## config.mk

```make
export PLATFORM = sky130hd
export DESIGN_NAME = apt_translator
export DESIGN_NICKNAME = d
export VERILOG_FILES = /design/src/rtl/apt_pkg.sv /design/src/rtl/apt_entry_store.sv /design/src/rtl/apt_match.sv /design/src/rtl/apt_translator.sv
export SDC_FILE = /design/constraint.sdc
export NUM_CORES = 1
export LEC_CHECK = 0
export BUFFER_PORTS_ARGS = -buffer_cell sky130_fd_sc_hd__buf_2
export CAP_MARGIN = 20
export CORE_ASPECT_RATIO = 1.5
export CORE_MARGIN = 2
export CORE_UTILIZATION = 29
export DETAILED_ROUTE_END_ITERATION = 10
export GPL_ROUTABILITY_DRIVEN = 0
export GPL_TIMING_DRIVEN = 0
export SLEW_MARGIN = 25
export SYNTH_ARGS = -nofsm -noshare
export SYNTH_HDL_FRONTEND = slang
export SYNTH_SLANG_ARGS = --single-unit
```

## constraint.sdc

```tcl
create_clock -name clk -period 3.06 [get_ports clk]
set_input_delay 0.612 -clock clk [delete_from_list [all_inputs] [get_ports clk]]
set_output_delay 0.612 -clock clk [all_outputs]
set_load 0.005 [all_outputs]
```

## src/rtl/apt_pkg.sv

```systemverilog
package apt_pkg;

    localparam int OFFSET_W = 11;
    localparam int PAGE_W   = 3;
    localparam int BLOCK_W  = 2;
    localparam int VA_W     = PAGE_W + OFFSET_W;
    localparam int PA_W     = BLOCK_W + OFFSET_W;

    typedef struct packed {
        logic               valid;
        logic [PAGE_W-1:0]  page;
        logic [BLOCK_W-1:0] block;
    } entry_t;

    typedef struct packed {
        logic            valid;
        logic            fault;
        logic [PA_W-1:0] paddr;
    } rsp_t;

    // Power-up mapping of the table; indices beyond the list start empty.
    function automatic entry_t reset_entry(input int idx);
        entry_t e;
        e = '0;
        case (idx)
            0: e = '{valid: 1'b1, page: PAGE_W'(0), block: BLOCK_W'(3)};
            1: e = '{valid: 1'b1, page: PAGE_W'(2), block: BLOCK_W'(1)};
            2: e = '{valid: 1'b1, page: PAGE_W'(5), block: BLOCK_W'(2)};
            3: e = '{valid: 1'b1, page: PAGE_W'(6), block: BLOCK_W'(0)};
            default: e = '0;
        endcase
        return e;
    endfunction

endpackage

```

## src/rtl/apt_entry_store.sv

```systemverilog
module apt_entry_store
    import apt_pkg::*;
#(
    parameter int ENTRIES = 4,
    localparam int IDX_W  = (ENTRIES > 1) ? $clog2(ENTRIES) : 1
) (
    input  logic                       clk,
    input  logic                       rst_n,
    input  logic                       wr_en,
    input  logic [IDX_W-1:0]           wr_idx,
    input  logic [PAGE_W-1:0]          wr_page,
    input  logic [BLOCK_W-1:0]         wr_block,
    input  logic                       wr_valid,
    output entry_t [ENTRIES-1:0]       table_o
);

    entry_t [ENTRIES-1:0] table_d, table_q;

    always_comb begin
        table_d = table_q;
        if (wr_en) begin
            for (int i = 0; i < ENTRIES; i++) begin
                if (wr_idx == IDX_W'(i)) begin
                    table_d[i].valid = wr_valid;
                    table_d[i].page  = wr_page;
                    table_d[i].block = wr_block;
                end
            end
        end
    end

    always_ff @(posedge clk or negedge rst_n) begin
        if (!rst_n) begin
            for (int i = 0; i < ENTRIES; i++) begin
                table_q[i] <= reset_entry(i);
            end
        end else begin
            table_q <= table_d;
        end
    end

    assign table_o = table_q;

endmodule

```

## src/rtl/apt_match.sv

```systemverilog
module apt_match
    import apt_pkg::*;
#(
    parameter int ENTRIES = 4
) (
    input  entry_t [ENTRIES-1:0] table_i,
    input  logic [PAGE_W-1:0]    page_i,
    output logic                 hit_o,
    output logic [BLOCK_W-1:0]   block_o
);

    logic [ENTRIES-1:0] hit_vec;

    // One comparator per entry, all evaluated together.
    for (genvar g = 0; g < ENTRIES; g++) begin : g_cmp
        assign hit_vec[g] = table_i[g].valid && (table_i[g].page == page_i);
    end

    // Lowest index wins: scan downward so the last assignment is the smallest hit.
    always_comb begin
        hit_o   = |hit_vec;
        block_o = '0;
        for (int i = ENTRIES - 1; i >= 0; i--) begin
            if (hit_vec[i]) begin
                block_o = table_i[i].block;
            end
        end
    end

endmodule

```

## src/rtl/apt_translator.sv

```systemverilog
module apt_translator
    import apt_pkg::*;
#(
    parameter int ENTRIES = 4,
    localparam int IDX_W  = (ENTRIES > 1) ? $clog2(ENTRIES) : 1
) (
    input  logic                clk,
    input  logic                rst_n,
    input  logic                req,
    input  logic [VA_W-1:0]     vaddr,
    input  logic                wr_en,
    input  logic [IDX_W-1:0]    wr_idx,
    input  logic [PAGE_W-1:0]   wr_page,
    input  logic [BLOCK_W-1:0]  wr_block,
    input  logic                wr_valid,
    output logic                rsp_valid,
    output logic                rsp_fault,
    output logic [PA_W-1:0]     rsp_paddr
);

    entry_t [ENTRIES-1:0] table_cur;
    logic                 hit;
    logic [BLOCK_W-1:0]   hit_block;
    rsp_t                 rsp_d, rsp_q;

    apt_entry_store #(.ENTRIES(ENTRIES)) u_store (
        .clk      (clk),
        .rst_n    (rst_n),
        .wr_en    (wr_en),
        .wr_idx   (wr_idx),
        .wr_page  (wr_page),
        .wr_block (wr_block),
        .wr_valid (wr_valid),
        .table_o  (table_cur)
    );

    apt_match #(.ENTRIES(ENTRIES)) u_match (
        .table_i (table_cur),
        .page_i  (vaddr[VA_W-1:OFFSET_W]),
        .hit_o   (hit),
        .block_o (hit_block)
    );

    always_comb begin
        rsp_d       = rsp_q;
        rsp_d.valid = req;
        if (req) begin
            rsp_d.fault = !hit;
            rsp_d.paddr = hit ? {hit_block, vaddr[OFFSET_W-1:0]} : '0;
        end
    end

    always_ff @(posedge clk or negedge rst_n) begin
        if (!rst_n) begin
            rsp_q <= '0;
        end else begin
            rsp_q <= rsp_d;
        end
    end

    assign rsp_valid = rsp_q.valid;
    assign rsp_fault = rsp_q.fault;
    assign rsp_paddr = rsp_q.paddr;

endmodule

```

**Word level (Yosys, flattened, before mapping)**

Index checks and enable logic that the tools add are counted.

- Reductions and logical operators: 11
- Mux-type cells: 5
- Equality and inequality tests: 7

Operator list:

| cell | number |
|---|---|
| $mux W13 | 1 |
| $eq A3 B3 Y1 | 4 |
| $mux W2 | 4 |
| $reduce_and A2 Y1 | 4 |
| $eq A2 B2 Y1 const B | 2 |
| $logic_and A1 B1 Y1 | 4 |
| $reduce_or A4 Y1 | 1 |
| $eq A2 B1 Y1 const B | 1 |
| $logic_not A2 Y1 | 1 |
| $logic_not A1 Y1 | 1 |

- Input port bits: 26
- Output and inout bits: 15
- Register bits: 39

**Logic depth before layout (Yosys ltp)**

- Depth after elaboration: 7
- Gate-level depth with buffers: 6
- Mapped depth without buffers: 5

**By module**

A second synthesis with hierarchy kept.

- Cells, all modules: 143
- Area total of the unflattened synthesis: 1786.7 µm²

Modules (own cells, without submodules):

| module | seq. area each (µm²) | area each (µm²) | instances | cells each |
|---|---|---|---|---|
| apt_entry_store | 616.8 | 933.4 | 1 | 52 |
| apt_translator | 375.4 | 621.8 | 1 | 60 |
| apt_match | 0.0 | 231.5 | 1 | 31 |

**Worst setup path after synthesis**

OpenSTA, ideal clock, no wires.

- Kind: input port to flip-flop
- From: input vaddr[12]
- To: register rsp_q (netlist bit rsp_paddr[10])
- Arrival: 1597 ps
- Required time: 2994 ps
- Setup time: 66 ps
- Path slack: 1396 ps
- Path buffers: 2
- Cell stages on the path: 6
- Cells stage by stage: buf_6 xnor2_2 nand4_4 a41oi_4 buf_6 a22o_1

- Longest elaborated chain between the ends: 4
- Elaborated cells on any way between the ends: 10
- Classes of those cells: eq/ne: 4; mux: 1; reduce/logical: 5

RTL lines:

| item | RTL line | source |
|---|---|---|
| start, declared | apt_translator.sv:10 | `input logic [VA_W-1:0] vaddr,` |
| $eq A3 B3 Y1 | apt_match.sv:16 | `assign hit_vec[g] = table_i[g].valid && (table_i[g].page == page_i);` |
| $logic_and A1 B1 Y1 | apt_match.sv:16 |  |
| $reduce_or A4 Y1 * | apt_match.sv:21 | `hit_o = \|hit_vec;` |
| $mux W13 * | apt_translator.sv:49 | `rsp_d.paddr = hit ? {hit_block, vaddr[OFFSET_W-1:0]} : '0;` |
| end signal, assigned | apt_translator.sv:57 | `rsp_q <= rsp_d;` |
| end, declared | apt_translator.sv:24 | `rsp_t rsp_d, rsp_q;` |

Every way passes the cells marked *; elsewhere a longest branch is shown, timed or not.
A chain may end at the register's enable or synchronous reset.

**Final worst setup path**

- From: register u_store.table_q (netlist bit u_store.table_o[9])
- To: register rsp_q (netlist bit rsp_paddr[8])

- Longest elaborated chain between the ends: 4

RTL lines:

| item | RTL line | source |
|---|---|---|
| start, declared | apt_entry_store.sv:17 | `entry_t [ENTRIES-1:0] table_d, table_q;` |
| start signal, assigned by index | apt_entry_store.sv:35 | `table_q[i] <= reset_entry(i);` |
| start signal, assigned | apt_entry_store.sv:38 | `table_q <= table_d;` |
| $eq A3 B3 Y1 | apt_match.sv:16 |  |
| $logic_and A1 B1 Y1 | apt_match.sv:16 |  |
| $reduce_or A4 Y1 | apt_match.sv:21 |  |
| $mux W13 | apt_translator.sv:49 |  |

Every way passes these cells.

==> results.cfg <==
[layout]
instances_no_fill = 241
postLayoutCoreUtil_pct = 37.1
fill_cells = 567
drive_gt1_share_pct = 54.4
multi_input_area_um2 = 691
syn_to_final_growth_pct = 23.5
layout.area.seq_um2 = 992
fin_area_um2 = 2160
nNetsFinal = 194
n_antenna_cell = 0

[sta]
finalHoldViolations = 0
clock_skew_ns = 0.00968
setup_viol = 0
fin_crit_ns = 1.64
worst_pin_slew_ns = 0.843
relSlewSlack_pct = 43.8
fmax_ghz = 0.611
holdWs_ns = 0.412
min_period_over_period_pct = 53.5
fin_tns_setup_ns = 0
finalMaxSlewViolations = 0
rsz0062_at_grt = false

[clock_network]
clk_pin_slew_ns = 0.08
post_cts_buffers = 0
cts.sinks = 39
cts_tree = built
cts_root_buffer = clkbuf_8
holdBufCountCts = 0
clock_latency_ns = 0.30
cts_resized = 0
h-tree-depth = 2
clockBufferDepth = 2
numCtsBuffers = 5

[drt]
wl_per_cell_um = 14.5
drc = 0
num_vias = 1115
viasPerCell = 4.63
drt_wl_total_um = 3500
antenna_left = 0
firstDrtPassIters = 4
drtIter0Drc = 15

[pwr]
peakVddDrop_mv = 0.339
powerDensity_nw_per_um2 = 687
power.leakage_nw = 0.969

[yosys]
ys_warn_count = 0
ys_seq_area_share_pct = 56.7
synth_ff_type = dfrtp_1
syn_area_per_cell_um2 = 14.1
synth_edf_count = 0
syn_inst = 124
syn_area_um2 = 1750
yosysUniqueCellTypes = 23
ys_seq_elements = 39
async_reset_ff_share_pct = 100
synth.net_count = 150

[run_status]
outcome = finished clean

[flow_run]
drv_cap = 0

[global_route]
gr-usage-met3_pct = 3.28
grt_antenna_before_repair = 0
first_global_vias = 1163
grt_max_degree = 40
grt.met2_usage_pct = 19.1
busiest_layer = met2
use_met1_pct = 13.7
grt_pass1_wl_um = 5770
track_usage_pct = 11.6
gr-total-overflow = 0

[placement]
dp.cells = 233
dpl-instance-area_um2 = 2030
place_hpwl_um = 2610
io_buffers = 37

[floorplanning]
io_pins = 41
die_w_um = 67.4
core_um2 = 5830
num_rows = 34
die-area_um2 = 6690
start_util_pct = 30.0
die_h_um = 99.2

[critical_path]
crit_type = reg2reg
startpoint_type = flop
end_kind = flop
crit_required_ns = 3.30
cp_max_fo = 10
crit_arrival_ns = 1.87

[hold_path]
hp-class = in2async
## cell type report
type                    instances  area share (%)
plain buffers                   5            2.26
clock buffers                   5            3.18
clock inverters                 3            3.13
inverters                       5           0.868
multi-input cells              75            31.9
flip-flops and latches         39            45.9
well taps                      72            4.17
repair buffers                 37            8.56
## critical path, stage by stage (launching register included)
cell,delay [ns]
dfstp_2,0.54
xnor2_1,0.13
nand4_1,0.27
a41oi_4,0.31
buf_6,0.19
a22o_1,0.14
## flip-flops by register name (all words and copies together), names as in the netlist
signal           cells
rsp_fault            1
u_store.table_o     24
rsp_paddr           13
rsp_valid            1
## layer usage
layer	part of all wire (%)	vias to the layer above
li1	-	531
met1	41	539
met2	50	38
met3	6.0	7
met4	2.5	0
met5	0	-
## report_power, final
| part | internal (mW) | total [mW] | switching (mW) |
|---|---|---|---|
| combinational | 0.154 | 0.279 | 0.125 |
| clock | 0.325 | 0.518 | 0.193 |
| sequential | 0.632 | 0.687 | 0.0555 |
## final timing paths
path | startpoint | to | slack [ns] | cells after the start
worst max-delay path | u_store.table_o[9] | rsp_paddr[8] | 1.42 | 5
worst min-delay path | rst_n | rsp_paddr[9] | 0.41 | 1
worst max register to register | u_store.table_o[9] | rsp_paddr[8] | 1.42 | 5
worst min register to register | u_store.table_o[19] | u_store.table_o[19] | 0.51 | 1
max in group asynchronous | rst_n | rsp_valid | 2.11 | 1
min in group clk | req | rsp_valid | 0.46 | 1
## cell usage in the layout (no fill, tap or decap), drive strengths merged
master,count
and4,1
o221ai,2
a21oi,6
bufinv,2
a41oi,1
dfstp,13
and3,2
nand3,1
buf,41
xnor2,12
clkbuf,6
a22o,11
inv,5
o21ai,4
nor3b,1
clkinvlp,1
nand4,4
nand3b,2
nor2,4
nand2,2
mux2,22
dfrtp,26
## metrics by stage
stage	total power, mW	setup slack (ns)
after floorplan	0.873	1.40
after global placement	0.974	1.14
after detailed placement	0.981	1.11
after CTS	1.50	1.41
after global routing	1.56	1.34
final	1.48	1.42
## synth_stat cells (3+ instances only)
| library cell | n | area [um^2] |
|---|---|---|
| dfrtp_1 | 26 | 651 |
| mux2_2 | 22 | 248 |
| dfstp_2 | 13 | 342 |
| a22o_1 | 11 | 96.3 |
| xnor2_1 | 9 | 78.8 |
| a21oi_1 | 6 | 30.0 |
| inv_1 | 5 | 18.8 |
| buf_6 | 4 | 45.0 |
| nor2_1 | 4 | 15.0 |
| o21ai_0 | 4 | 20.0 |
| xnor2_2 | 3 | 48.8 |
## logic make-up (layout without fill, tap and decap cells)
kind of cell	count (synthesis)	after routing	share of synthesized area, %
AND/OR/NAND/NOR	17	17	7.08
AO/OA/AOI/OAI	24	24	10.9
buffers and inverters	10	55	3.86
multiplexers	22	22	14.2
XOR/XNOR	12	12	7.29
flip-flops	39	39	56.7
(Power assumes the default switching activity.)
